$ cat config.mk
export PLATFORM = sky130hd
export DESIGN_NAME = chain_shift_ctrl
export DESIGN_NICKNAME = d
export VERILOG_FILES = /design/src/rtl/chain_shift_pkg.sv /design/src/rtl/chain_clk_div.sv /design/src/rtl/chain_seq.sv /design/src/rtl/chain_shift_ctrl.sv
export SDC_FILE = /design/constraint.sdc
export NUM_CORES = 1
export LEC_CHECK = 0
export CORE_MARGIN = 3
export CORE_UTILIZATION = 54
export CTS_BUF_LIST = sky130_fd_sc_hd__clkbuf_4 sky130_fd_sc_hd__clkbuf_8
export CTS_CLUSTER_SIZE = 14
export DETAILED_ROUTE_END_ITERATION = 12
export HOLD_SLACK_MARGIN = 0.06
export PLACE_DENSITY = 0.94
export SLEW_MARGIN = 20
export SYNTH_ARGS = -nofsm -noshare
export SYNTH_HDL_FRONTEND = slang
export SYNTH_SLANG_ARGS = --single-unit
$ cat constraint.sdc
create_clock -name clk_i -period 9.62 [get_ports clk_i]
set_input_delay 2.405 -clock clk_i [delete_from_list [all_inputs] [get_ports clk_i]]
set_output_delay 2.405 -clock clk_i [all_outputs]
set_load 0.01 [all_outputs]
$ cat src/rtl/chain_shift_pkg.sv
package chain_shift_pkg;
  localparam int EXP_LSB   = 0;
  localparam int MUX_LSB   = 8;
  localparam int ROUTE_LSB = 16;
  localparam int CNT_LSB   = 32;
  localparam int CMD_LSB   = 40;  // shift, update, capture
  localparam int SEL_LSB   = 48;

  typedef enum logic [1:0] {
    OP_SHIFT   = 2'd0,
    OP_UPDATE  = 2'd1,
    OP_CAPTURE = 2'd2
  } op_e;
endpackage

$ cat src/rtl/chain_clk_div.sv
module chain_clk_div #(
  parameter int EXP_W = 4
) (
  input  logic             clk_i,
  input  logic             rst_ni,
  input  logic             en_i,
  input  logic [EXP_W-1:0] exp_i,
  output logic             tick_o
);
  localparam int CNT_W = (1 << EXP_W) + 1;

  logic [CNT_W-1:0] cnt_q, lim;

  // half serial period = 2^(exp+1) cycles
  assign lim    = (CNT_W'(1) << ({1'b0, exp_i} + 1'b1)) - CNT_W'(1);
  assign tick_o = en_i && (cnt_q == lim);

  always_ff @(posedge clk_i or negedge rst_ni) begin
    if (!rst_ni)              cnt_q <= '0;
    else if (!en_i || tick_o) cnt_q <= '0;
    else                      cnt_q <= cnt_q + 1'b1;
  end

  AST_DIV_LIMIT: assert property (@(posedge clk_i) disable iff (!rst_ni)
    en_i |-> cnt_q <= lim);
endmodule

$ cat src/rtl/chain_seq.sv
module chain_seq
  import chain_shift_pkg::*;
#(
  parameter int DW = 32,
  parameter int CW = 5
) (
  input  logic          clk_i,
  input  logic          rst_ni,
  input  logic          tick_i,
  input  logic          load_i,
  input  logic          start_i,
  input  op_e           op_i,
  input  logic [CW-1:0] cnt_i,
  input  logic [DW-1:0] val_i,
  input  logic          tdo_i,
  output logic          active_o,
  output logic          done_o,
  output logic          tck_o,
  output logic          tdi_o,
  output logic          upd_o,
  output logic          cap_o,
  output logic [DW-1:0] shreg_o
);
  logic          active_q, tck_q, tdi_q, upd_q, cap_q;
  logic [CW-1:0] left_q;
  logic [DW-1:0] shreg_q;
  op_e           op_q;
  logic          more;

  assign more   = (op_q == OP_SHIFT) && (left_q != '0);
  assign done_o = active_q && tick_i && tck_q && !more;

  always_ff @(posedge clk_i or negedge rst_ni) begin
    if (!rst_ni) begin
      active_q <= 1'b0;
      tck_q    <= 1'b0;
      tdi_q    <= 1'b0;
      upd_q    <= 1'b0;
      cap_q    <= 1'b0;
      left_q   <= '0;
      shreg_q  <= '0;
      op_q     <= OP_SHIFT;
    end else if (load_i) begin
      shreg_q <= val_i;
      if (start_i) begin
        active_q <= 1'b1;
        op_q     <= op_i;
        left_q   <= cnt_i;
        tck_q    <= 1'b0;
        tdi_q    <= val_i[0];
        upd_q    <= (op_i == OP_UPDATE);
        cap_q    <= (op_i == OP_CAPTURE);
      end
    end else if (active_q && tick_i) begin
      if (!tck_q) begin
        tck_q <= 1'b1;
        if (op_q == OP_SHIFT) shreg_q <= {tdo_i, shreg_q[DW-1:1]};
      end else begin
        tck_q <= 1'b0;
        if (more) begin
          left_q <= left_q - 1'b1;
          tdi_q  <= shreg_q[0];
        end else begin
          active_q <= 1'b0;
          upd_q    <= 1'b0;
          cap_q    <= 1'b0;
        end
      end
    end
  end

  assign active_o = active_q;
  assign tck_o    = tck_q;
  assign tdi_o    = tdi_q;
  assign upd_o    = upd_q;
  assign cap_o    = cap_q;
  assign shreg_o  = shreg_q;

  AST_DRIVE_ON_LOW: assert property (@(posedge clk_i) disable iff (!rst_ni)
    tck_q |-> $stable(tdi_q) && $stable(upd_q) && $stable(cap_q));
  AST_END_ON_FALL: assert property (@(posedge clk_i) disable iff (!rst_ni)
    done_o |=> !tck_q && !active_q);
endmodule

$ cat src/rtl/chain_shift_ctrl.sv
module chain_shift_ctrl
  import chain_shift_pkg::*;
#(
  parameter int NUM_GRP = 4,
  parameter int EXP_W   = 4,
  parameter int DW      = 32
) (
  input  logic               clk_i,
  input  logic               rst_ni,
  input  logic               csr_we_i,
  input  logic               csr_addr_i,
  input  logic [63:0]        csr_wdata_i,
  output logic [63:0]        csr_rdata_o,
  output logic               ser_clk_o,
  output logic               ser_dat_o,
  output logic               ser_upd_o,
  output logic               ser_cap_o,
  output logic [NUM_GRP-1:0] grp_en_o,
  input  logic [NUM_GRP-1:0] ser_ret_i
);
  localparam int GW = (NUM_GRP > 1) ? $clog2(NUM_GRP) : 1;
  localparam int CW = $clog2(DW);

  logic [EXP_W-1:0]   exp_q;
  logic [GW-1:0]      mux_q;
  logic [NUM_GRP-1:0] route_q, sel_q;
  logic [CW-1:0]      cnt_q;
  logic [2:0]         cmd_q, wr_cmd;
  logic               busy, wr_ok, cmd_one, load, start, tick, active, done, tdo;
  logic [DW-1:0]      shreg;
  op_e                op;

  assign busy    = |cmd_q;
  assign wr_ok   = csr_we_i && !busy;
  assign wr_cmd  = csr_wdata_i[CMD_LSB +: 3];
  assign cmd_one = $onehot(wr_cmd);
  assign load    = wr_ok && csr_addr_i;
  assign start   = load && cmd_one;
  assign tdo     = ser_ret_i[mux_q];

  always_comb begin
    unique case (1'b1)
      wr_cmd[1]: op = OP_UPDATE;
      wr_cmd[2]: op = OP_CAPTURE;
      default:   op = OP_SHIFT;
    endcase
  end

  always_ff @(posedge clk_i or negedge rst_ni) begin
    if (!rst_ni) begin
      exp_q   <= '0;
      mux_q   <= '0;
      route_q <= '0;
    end else if (wr_ok && !csr_addr_i) begin
      exp_q   <= csr_wdata_i[EXP_LSB +: EXP_W];
      mux_q   <= csr_wdata_i[MUX_LSB +: GW];
      route_q <= csr_wdata_i[ROUTE_LSB +: NUM_GRP];
    end
  end

  always_ff @(posedge clk_i or negedge rst_ni) begin
    if (!rst_ni) begin
      cnt_q <= '0;
      sel_q <= '0;
      cmd_q <= '0;
    end else if (load) begin
      cnt_q <= csr_wdata_i[CNT_LSB +: CW];
      sel_q <= csr_wdata_i[SEL_LSB +: NUM_GRP];
      cmd_q <= cmd_one ? wr_cmd : 3'b000;
    end else if (done) begin
      cmd_q <= '0;
    end
  end

  chain_clk_div #(.EXP_W(EXP_W)) u_div (
    .clk_i, .rst_ni, .en_i(active), .exp_i(exp_q), .tick_o(tick)
  );

  chain_seq #(.DW(DW), .CW(CW)) u_seq (
    .clk_i, .rst_ni, .tick_i(tick), .load_i(load), .start_i(start),
    .op_i(op), .cnt_i(csr_wdata_i[CNT_LSB +: CW]), .val_i(csr_wdata_i[DW-1:0]),
    .tdo_i(tdo), .active_o(active), .done_o(done), .tck_o(ser_clk_o),
    .tdi_o(ser_dat_o), .upd_o(ser_upd_o), .cap_o(ser_cap_o), .shreg_o(shreg)
  );

  assign grp_en_o = active ? (sel_q & route_q) : '0;

  always_comb begin
    csr_rdata_o = '0;
    if (!csr_addr_i) begin
      csr_rdata_o[EXP_LSB +: EXP_W]     = exp_q;
      csr_rdata_o[MUX_LSB +: GW]        = mux_q;
      csr_rdata_o[ROUTE_LSB +: NUM_GRP] = route_q;
    end else begin
      csr_rdata_o[DW-1:0]             = shreg;
      csr_rdata_o[CNT_LSB +: CW]      = cnt_q;
      csr_rdata_o[CMD_LSB +: 3]       = cmd_q;
      csr_rdata_o[SEL_LSB +: NUM_GRP] = sel_q;
    end
  end

  AST_CMD_SINGLE: assert property (@(posedge clk_i) disable iff (!rst_ni)
    $onehot0(cmd_q));
  AST_CTRL_LOCKED: assert property (@(posedge clk_i) disable iff (!rst_ni)
    csr_we_i && busy |=> $stable(exp_q) && $stable(mux_q) && $stable(route_q));
  AST_IDLE_QUIET: assert property (@(posedge clk_i) disable iff (!rst_ni)
    !busy |-> !ser_clk_o && grp_en_o == '0);
  AST_CMD_TRACKS_RUN: assert property (@(posedge clk_i) disable iff (!rst_ni)
    active |-> busy);
endmodule

Word-level counts from Yosys, hierarchy flattened

Cells that the tools add are included.

Shift-type cells: 1
Add/sub/neg operators: 6
Reduce and logical (&&, ||, !) cells: 27
Equality and inequality tests: 7
Bitwise operators: 1
Mux-type cells: 43
$lt $le $gt $ge: 1

Operators by type and width:

| kind                  | count |
|---|---|
| $mux 32               | 4 |
| $mux 17               | 2 |
| $mux 5                | 5 |
| $mux 4                | 5 |
| $mux 1                | 19 |
| $add 17x1->17 const B | 1 |
| $eq 17x17->1          | 1 |
| $shl 1x5->17 const A  | 1 |
| $sub 17x2->17 const B | 1 |
| $mux 3                | 4 |
| $reduce_bool 2->1     | 5 |
| $logic_and 1x1->1     | 9 |
| $reduce_and 4->1      | 2 |
| $mux 6                | 1 |
| $add 4x1->5 const B   | 1 |
| $reduce_bool 5->1     | 1 |
| $sub 5x1->5 const B   | 1 |
| $and 4x4->4           | 1 |
| $eq 2x1->1 const B    | 2 |
| $logic_not 1->1       | 4 |
| $ne 2x2->1 const B    | 2 |
| $pmux 2 s2            | 1 |
| $reduce_and 2->1      | 2 |
| $lt 2x3->1 const B    | 1 |
| other kinds (10)      | 10 |

Output and inout port bits: 72
Input port bits: 72
Bits in registers: 83
Word-level logic and storage cells: 101

Longest topological paths before layout

Gate-level depths: netlist (run 1).

Depth after elaboration: 10
Depth in mapped cells: 16
Mapped depth without buffers: 11

Hierarchy

Synthesis (run 1) repeated with hierarchy kept, for this count alone.

Cell total of the unflattened synthesis: 570
Area, all modules: 5175.0 um^2

By module, submodules not included:

| module           | cells an instance | instances | sequential area each (um^2) | area an instance (um^2) |
|---|---|---|---|---|
| chain_seq        | 249               | 1         | 1101.1                      | 2239.6 |
| chain_shift_ctrl | 138               | 1         | 550.5                       | 1485.2 |
| chain_clk_div    | 183               | 1         | 425.4                       | 1450.1 |

Worst setup path before layout (run 1)

Ideal clock, no wire load.

Path type: input to output
Start point: in csr_addr_i
End point: out csr_rdata_o[1]
Path buffers: 2
Cell stages on the path: 4
Arrival time: 3152 ps
Setup slack: 4063 ps
Required time: 7215 ps
Path through: buf_1 > clkbuf_1 > nand2_1 > o21ai_0

Cells in the longest elaborated chain, start to end: 1

RTL lines:

| what               | line                   | text |
|---|---|---|
| start: declaration | chain_shift_ctrl.sv:11 | `input logic csr_addr_i,` |
| $mux 4             | chain_shift_ctrl.sv:90 | `if (!csr_addr_i) begin` |
| end: declaration   | chain_shift_ctrl.sv:13 | `output logic [63:0] csr_rdata_o,` |

Every way passes these cells.

Final worst setup path (run 1)

Start point: in csr_addr_i
End point: out csr_rdata_o[18]

Same word-level chain as after synthesis.

==> run summary, run 1 <==
FFs w/ async S/R, synth -> 1.000
hold_buf cts -> 0
Critical Path Max Stage Delay -> 0.92 ns
number of DRC markers in iteration 0 -> 442
Final min period -> 7.051 ns
top-level I/O count -> 144
DP Cell Count -> 765
CTS tree -> built
Setup WS post-layout -> 2.569 ns
worst r2r src -> exp_q[1]
WP depth -> 4
synthesized area -> 5035 µm²
RSZ-0062 raised after global routing -> false
Die ar. -> 10520 µm²
LEAKAGE -> 0.002703 µW
# rows -> 34
DP HPWL -> 9191 µm
# setup viols final -> 0
drt total wl -> 13280 µm
vias in the first global route -> 4427
Post-synth EDFFs -> 0
CP startpoint kind -> primary input
Hold Slack -> 0.4814 ns
kind of critical path -> in -> out
syn_area_per_cell -> 8.592 µm²
hold depth -> 2
Final TNS setup -> 0 ns
slew margin rel. -> 0.3152
worst skew pair latency -> 0.35 ns
gr usage total -> 0.2594
Routed WL per cell -> 17.01 µm
outcome -> complete, no violations
initial antenna violation count -> 0
main area contributors after synthesis -> dfrtp_1 41%, nand2_1 8.8%, and2_1 4.5%
H-tree levels -> 3
Core Area -> 8891 µm²
fmax -> 141.8 MHz
crit-path leading delay family -> buffers and inverters
count of warnings emitted by yosys -> 0
Final GP Congestion -> 0.9447
share of layout cells above drive strength 1 -> 0.07727
Cell Chain, Critical Path -> clkdlybuf4s50_1 -> buf_4 -> mux2_2 -> clkdlybuf4s50_1
first-pass GRT wire length -> 21580 µm
final core occ -> 0.6924
hold path endpoint -> cnt_q[2]
reg2reg end -> u_seq.shreg_o[6]
Main synth FF type -> dfrtp_1
Arr. time, crit path -> 4.65 ns
clk sinks -> 83
largest net degree at the start of global routing -> 84
Final nets -> 745
Layout area overhead -> 22.27%
pre-CTS WS -> 2.603 ns
sequential share of the synthesized area -> 0.4125
Top cell by count, worst path -> clkdlybuf4s50_1
Worst-path clk slew -> 0.09 ns
port bufs -> 103
clock root buffer -> clkbuf_8
post-route ant nets -> 0
Yosys cell types -> 66
critical path fanouts, max -> 30
Worst Tran Pin Value -> 1.025 ns
skew final -> 0.01738 ns
post_cts resized -> 0
cell taking the most area after synthesis -> dfrtp_1
n_diodes -> 0
crit path buf inv count -> 3
die extent in y -> 102.6 µm
HP Start -> cnt_q[2]
final worst-path cycle share -> 0.7330
area share of the largest cell type after synthesis -> 0.4125
Non-Filler Instances -> 781
setup bufs post-CTS -> 0
Min-Delay Path Class -> reg -> reg
Hold Vio Cnt, Final -> 0
Peak supply drop -> 0.1648 mV
post-synthesis register bit count -> 83
Clock Path Buffers -> 2
Pre-Repair DR Iteration Count -> 6
cts bufs inserted -> 9
Remaining DRCs -> 0
via count -> 4658
grt total ovfl -> 0
power per cell area -> 267.4 nW/µm²
Horiz. Die Dim -> 102.6 µm
worst reg2reg setup slack -> 5.23 ns
CP Capture Type -> primary output
reg2reg path depth -> 11
slowest CP cell -> clkdlybuf4s50_1
Mapped Cells -> 586
total of max-cap violations -> 0
max-slew violation count -> 0
Initial Util -> 0.5663
Worst EP required -> 7.22 ns
Vias/cell -> 5.964
-- worst min-delay path, cell delays in order (launching register included) --
cell	delay, ns
dfrtp_1	0.35
nand2_1	0.05
nand2_1	0.05
-- how the worst max path moves through the flow --
| stage | start | endpoint |
|---|---|---|
| floorplan | csr_addr_i | csr_rdata_o[1] |
| global placement | csr_addr_i | csr_rdata_o[19] |
| detailed placement | csr_addr_i | csr_rdata_o[8] |
| CTS | csr_addr_i | csr_rdata_o[18] |
| global route | csr_addr_i | csr_rdata_o[19] |
| finish | csr_addr_i | csr_rdata_o[18] |
-- flip-flops by register name, indices dropped and copies added, names as in the netlist, 3 cells and up --
signal	count
cmd_q	3
cnt_q	5
exp_q	4
route_q	4
sel_q	4
u_div.cnt_q	17
u_seq.left_q	5
u_seq.shreg_o	32
-- Yosys cell counts (3+ instances only) --
cell type / number
nand4_1: 4
a31oi_1: 30
a21oi_1: 15
o21ai_0: 15
or3_1: 3
buf_6: 6
nor2b_1: 5
buf_2: 7
nor3_1: 12
ha_1: 4
nor2_1: 60
o21a_1: 3
mux2_2: 14
nor4b_1: 3
clkbuf_1: 17
or4_1: 3
nand3_1: 9
xor2_1: 8
xnor2_1: 13
nand2_1: 118
buf_4: 23
inv_1: 15
nand2b_1: 6
dfrtp_1: 83
a211oi_1: 5
and3_1: 15
and2_1: 36
-- layout make-up --
type / instances / area, µm²
clock buffers: 11 / 151.4
repair buffers: 107 / 1062
inverters: 16 / 60.06
well taps: 108 / 135.1
multi-input cells: 451 / 2633
clock inverters: 5 / 37.54
fillers: 570 / 2735
flip-flops and latches: 83 / 2077
-- cells in the final DEF, fill, tap and decap left out, types with 3 or more instances in the layout --
cell type	n
clkdlybuf4s50_1	102
o21a_1	3
and3_1	15
a31oi_1	30
conb_1	21
xor2_1	8
nor4b_1	3
a211oi_1	5
xnor2_1	13
mux2_2	14
nand2b_1	6
and2_1	36
clkbuf_8	11
nor3_1	12
buf_4	4
nand4_1	4
ha_1	4
or4_1	3
a21oi_1	15
nand2_1	117
nor2b_1	5
inv_1	15
nand3_1	9
nor2_1	60
dfrtp_1	83
o21ai_0	15
-- per-stage QoR --
stage | area, µm² | power (µW)
2_1_floorplan | 5106 | 1118
3_3_place_gp | 5962 | 1363
3_5_place_dp | 5962 | 1397
4_1_cts | 6151 | 1640
5_1_grt | 6156 | 1751
6_report | 6156 | 1646
-- routing by layer --
layer  global-route usage  routed length, µm
met2               0.4215               6452
met1               0.3443               5261
met3              0.05683               1237
met4              0.09183                331
met5                    0                  0
-- cell families after synthesis --
kind of cell               Yosys count  synth area share
AOI/OAI and AO/OA                   96            0.1300
buffers and inverters               71           0.08076
DFF                                 83            0.4125
other                                2          0.001492
adders and majority gates            6           0.01591
and+or+nand+nor                    291            0.2850
xor gates and xnor gates            21           0.03653
muxes                               16           0.03777
-- where the power goes --
group / internal (µW) / switching (µW) / total (µW)
sequential: 494 / 180 / 674
clock: 108 / 129 / 237
combinational: 385 / 350 / 735
No activity file was read; power rests on OpenSTA's default activity.
==> run 2: changes to the inputs <==
--- a/config.mk
+++ b/config.mk
@@ -6,12 +6,12 @@
 export NUM_CORES = 1
 export LEC_CHECK = 0
 export CORE_MARGIN = 3
-export CORE_UTILIZATION = 54
+export CORE_UTILIZATION = 45
 export CTS_BUF_LIST = sky130_fd_sc_hd__clkbuf_4 sky130_fd_sc_hd__clkbuf_8
 export CTS_CLUSTER_SIZE = 14
 export DETAILED_ROUTE_END_ITERATION = 12
 export HOLD_SLACK_MARGIN = 0.06
-export PLACE_DENSITY = 0.94
+export PLACE_DENSITY = 0.84
 export SLEW_MARGIN = 20
 export SYNTH_ARGS = -nofsm -noshare
 export SYNTH_HDL_FRONTEND = slang
==> constraint.sdc (replaced) <==
create_clock -name clk_i -period 5.87 [get_ports clk_i]
set_input_delay 1.4675 -clock clk_i [delete_from_list [all_inputs] [get_ports clk_i]]
set_output_delay 1.4675 -clock clk_i [all_outputs]
set_load 0.01 [all_outputs]
==> run summary, run 2 (synthesis gave the netlist of run 1 again) <==
outcome -> complete, no violations
DP Cell Count -> 793
Worst EP required -> 4.40 ns
total of max-cap violations -> 0
DP HPWL -> 9053 µm
CP Launch Point -> csr_addr_i
number of DRC markers in iteration 0 -> 319
Initial Util -> 0.4749
largest net degree at the start of global routing -> 84
LEAKAGE -> 0.002726 µW
Remaining DRCs -> 0
reg2reg end -> u_seq.shreg_o[13]
Cell Chain, Critical Path -> clkdlybuf4s50_1 -> buf_4 -> mux2_2 -> clkdlybuf4s50_1
port bufs -> 103
Final GP Congestion -> 0.9485
Top cell by count, worst path -> clkdlybuf4s50_1
worst reg2reg setup slack -> 1.51 ns
critical path fanouts, max -> 50
Non-Filler Instances -> 809
max-slew violation count -> 0
H-tree levels -> 3
slowest CP cell -> clkdlybuf4s50_1
Die ar. -> 12490 µm²
crit path capture -> csr_rdata_o[17]
slew margin rel. -> 0.4797
post_cts resized -> 0
post-route ant nets -> 0
Pre-Repair DR Iteration Count -> 5
power per cell area -> 442.0 nW/µm²
drt total wl -> 12780 µm
grt total ovfl -> 0
worst r2r src -> exp_q[1]
Final min period -> 4.707 ns
most frequent cells in the layout -> 117 x nand2_1, 102 x clkdlybuf4s50_1, 83 x dfrtp_1, 60 x nor2_1, 36 x and2_1
hold_buf cts -> 0
initial antenna violation count -> 0
clock root buffer -> clkbuf_8
first-pass GRT wire length -> 21530 µm
final worst-path cycle share -> 0.8018
Critical Path Max Stage Delay -> 0.51 ns
kind of critical path -> in -> out
CP Capture Type -> primary output
share of layout cells above drive strength 1 -> 0.07727
top-level I/O count -> 144
gr usage total -> 0.2077
cts bufs inserted -> 9
via count -> 4482
Clock Path Buffers -> 2
Hold Vio Cnt, Final -> 0
worst skew pair latency -> 0.37 ns
Horiz. Die Dim -> 111.8 µm
Largest register FFs -> 32
Vias/cell -> 5.540
Worst-path clk slew -> 0.08 ns
Core Area -> 10600 µm²
die extent in y -> 111.8 µm
Final TNS setup -> 0 ns
commonest non-fill, non-tap cell in the layout -> nand2_1
setup bufs post-CTS -> 0
n_diodes -> 0
reg2reg path depth -> 12
skew final -> 0.01185 ns
Arr. time, crit path -> 3.24 ns
CP startpoint kind -> primary input
CTS tree -> built
RSZ-0062 raised after global routing -> false
fmax -> 212.5 MHz
Routed WL per cell -> 15.79 µm
# setup viols final -> 0
Worst Tran Pin Value -> 0.7804 ns
clk sinks -> 83
vias in the first global route -> 4430
Final nets -> 745
Min-Delay Path Class -> reg -> reg
Peak supply drop -> 0.2943 mV
# rows -> 37
Layout area overhead -> 23.83%
## run 2: worst min path at each step
stage,from,to,slack (ns),depth (start not counted)
4_1_cts,cnt_q[1],cnt_q[1],0.48,2
5_1_grt,cnt_q[1],cnt_q[1],0.49,2
3_3_place_gp,cnt_q[0],cnt_q[0],0.46,2
3_5_place_dp,cnt_q[1],cnt_q[1],0.46,2
6_report,cnt_q[1],cnt_q[1],0.48,2
2_1_floorplan,u_seq.op_q[0],u_seq.op_q[0],0.44,2
## run 2: worst max-delay path, delay by kind of cell
| kind | cells | cell delay (ns) |
|---|---|---|
| muxes | 1 | 0.39 |
| buffers and inverters | 3 | 1.36 |
## run 2: area by class of cell
| cell class | count | area [µm²] |
|---|---|---|
| Fill cell | 877 | 4367 |
| Multi-Input combinational cell | 451 | 2634 |
| Sequential cell | 83 | 2077 |
| Timing Repair Buffer | 107 | 1062 |
| Tap cell | 136 | 170.2 |
| Clock buffer | 12 | 158.9 |
| Clock inverter | 4 | 72.57 |
| Inverter | 16 | 60.06 |
## run 2: through the flow
step / instance area, µm² / setup WS [ns] / utilization / power [µW] / hold WS (ns)
finish: 6235 / 1.163 / 0.5881 / 2756 / 0.4778
global route: 6235 / 1.075 / 0.5881 / 2951 / 0.4940
CTS: 6228 / 1.171 / 0.5875 / 2755 / 0.4786
detailed placement: 5997 / 1.172 / 0.5657 / 2273 / 0.4600
global placement: 5997 / 1.190 / 0.5657 / 2216 / 0.4551
floorplan: 5106 / 2.188 / - / 1832 / 0.4379
## run 2: metal layers
layer  wire [µm]  track usage  share of wire
met3        1078      0.06685          0.084
met4         290      0.07948          0.023
met1        5331       0.2644           0.42
met2        6075       0.3301           0.48
met5           0            0              0
## run 2: power breakdown
part,total (µW),internal (µW),switching (µW)
logic,1180,631,548
registers,1100,810,288
clock network,479,267,212
total,2760,1710,1050
==> run 3: changes to the inputs <==
--- a/config.mk
+++ b/config.mk
@@ -6,12 +6,12 @@
 export NUM_CORES = 1
 export LEC_CHECK = 0
 export CORE_MARGIN = 3
-export CORE_UTILIZATION = 45
+export CORE_UTILIZATION = 50
 export CTS_BUF_LIST = sky130_fd_sc_hd__clkbuf_4 sky130_fd_sc_hd__clkbuf_8
 export CTS_CLUSTER_SIZE = 14
 export DETAILED_ROUTE_END_ITERATION = 12
 export HOLD_SLACK_MARGIN = 0.06
-export PLACE_DENSITY = 0.84
+export PLACE_DENSITY = 0.88
 export SLEW_MARGIN = 20
 export SYNTH_ARGS = -nofsm -noshare
 export SYNTH_HDL_FRONTEND = slang
==> constraint.sdc (replaced) <==
create_clock -name clk_i -period 4.5 [get_ports clk_i]
set_input_delay 1.125 -clock clk_i [delete_from_list [all_inputs] [get_ports clk_i]]
set_output_delay 1.125 -clock clk_i [all_outputs]
set_load 0.01 [all_outputs]
==> run summary, run 3 (synthesis gave the netlist of run 1 again) <==
Vias/cell -> 5.533
clk sinks -> 83
initial antenna violation count -> 0
reg2reg end -> u_seq.shreg_o[31]
first-pass GRT wire length -> 21180 µm
Final nets -> 751
most frequent cells in the layout -> 117 x nand2_1, 102 x clkdlybuf4s50_1, 83 x dfrtp_1, 60 x nor2_1, 36 x and2_1
post_cts resized -> 0
Die ar. -> 11310 µm²
# setup viols final -> 0
final core occ -> 0.6618
hold_buf cts -> 0
CP startpoint kind -> primary input
Arr. time, crit path -> 2.87 ns
Hold Slack -> 0.4835 ns
RSZ-0062 raised after global routing -> false
Remaining DRCs -> 0
commonest non-fill, non-tap cell in the layout -> nand2_1
worst r2r src -> exp_q[0]
reg2reg path depth -> 12
CTS tree -> built
largest net degree at the start of global routing -> 84
Filler Cell Count -> 791
LEAKAGE -> 0.002761 µW
Hold Vio Cnt, Final -> 0
Pre-Repair DR Iteration Count -> 5
max-slew violation count -> 0
Clock Path Buffers -> 2
drt total wl -> 12990 µm
via count -> 4465
total of max-cap violations -> 0
CP Capture Type -> primary output
Cell Chain, Critical Path -> clkdlybuf4s50_1 -> buf_12 -> mux2_2 -> clkdlybuf4s50_1
worst reg2reg setup slack -> 0.65 ns
port bufs -> 103
vias in the first global route -> 4385
Critical Path Max Stage Delay -> 0.62 ns
multi-input logic area -> 2631 µm²
power per cell area -> 581.5 nW/µm²
fmax -> 250.3 MHz
Routed WL per cell -> 16.10 µm
Initial Util -> 0.5298
top-level I/O count -> 144
critical path fanouts, max -> 46
Setup WS post-layout -> 0.5049 ns
Layout area overhead -> 24.90%
DP HPWL -> 9156 µm
# rows -> 35
number of DRC markers in iteration 0 -> 277
Worst EP required -> 3.38 ns
H-tree levels -> 3
post-route ant nets -> 0
share of layout cells above drive strength 1 -> 0.08260
Peak supply drop -> 0.2922 mV
Top cell by count, worst path -> clkdlybuf4s50_1
Min-Delay Path Class -> reg -> reg
Horiz. Die Dim -> 106.3 µm
n_diodes -> 0
Worst-path clk slew -> 0.08 ns
Final min period -> 3.995 ns
die extent in y -> 106.3 µm
gr usage total -> 0.2294
pre-CTS WS -> 0.4883 ns
Register Area -> 2077 µm²
HP Start -> u_seq.op_q[1]
grt total ovfl -> 0
hold path endpoint -> u_seq.op_q[1]
Final TNS setup -> 0 ns
cts bufs inserted -> 9
Final GP Congestion -> 0.9287
outcome -> complete, no violations
Worst Tran Pin Value -> 0.7461 ns
clock root buffer -> clkbuf_8
worst skew pair latency -> 0.36 ns
hold depth -> 2
skew final -> 0.007934 ns
Largest register FFs -> 32
final worst-path cycle share -> 0.8878
Core Area -> 9503 µm²
slew margin rel. -> 0.5026
setup bufs post-CTS -> 0
kind of critical path -> in -> out
slowest CP cell -> clkdlybuf4s50_1
## run 3: changes by cell type in the layout (fill, tap and decap cells not counted), sizes merged
cell | previous run | this run
buf | 5 | 11
bufinv | 2 | 3
clkbuf | 12 | 9
clkinv | 1 | 2
## run 3: report_power, final
group	switching [µW]	internal [µW]	total [µW]
logic	816	848	1660
registers	295	1060	1350
clock network	273	367	640
## run 3: how the worst max path moves through the flow
stage | start | endpoint | slack [ns] | depth (start not counted)
floorplan | exp_q[1] | u_seq.shreg_o[2] | 1.10 | 15
global route | exp_q[0] | u_seq.shreg_o[31] | 0.29 | 12
detailed placement | csr_addr_i | csr_rdata_o[19] | 0.49 | 4
finish | csr_addr_i | csr_rdata_o[19] | 0.50 | 4
CTS | csr_addr_i | csr_rdata_o[19] | 0.49 | 4
global placement | csr_addr_i | csr_rdata_o[19] | 0.53 | 4
## run 3: through the flow
stage          std cells  area [µm²]  total power (µW)
2_1_floorplan        605        5106              2389
3_3_place_gp         792        6046              2926
3_5_place_dp         792        6046              3005
4_1_cts              807        6285              3658
5_1_grt              807        6289              3911
6_report             807        6289              3657
## run 3: layout make-up
class,instances,area share
clock buffer,9,0.01970
clock inverter,6,0.01830
inverter,16,0.009550
multi-input combinational,451,0.4184
sequential,83,0.3303
tap,129,0.02567
timing repair buffer,113,0.1781
## run 3: per-layer routing
metal	share of wire	vias to the layer above	track usage
met5	0	-	0
met1	0.42	2128	0.3033
met2	0.49	192	0.3810
li1	-	2127	-
met3	0.083	18	0.06497
met4	0.013	0	0.04070
## run 3: critical path, delay by kind of cell
kind / cells / cell delay [ns]
buffers and inverters: 3 / 1.37
muxes: 1 / 0.36
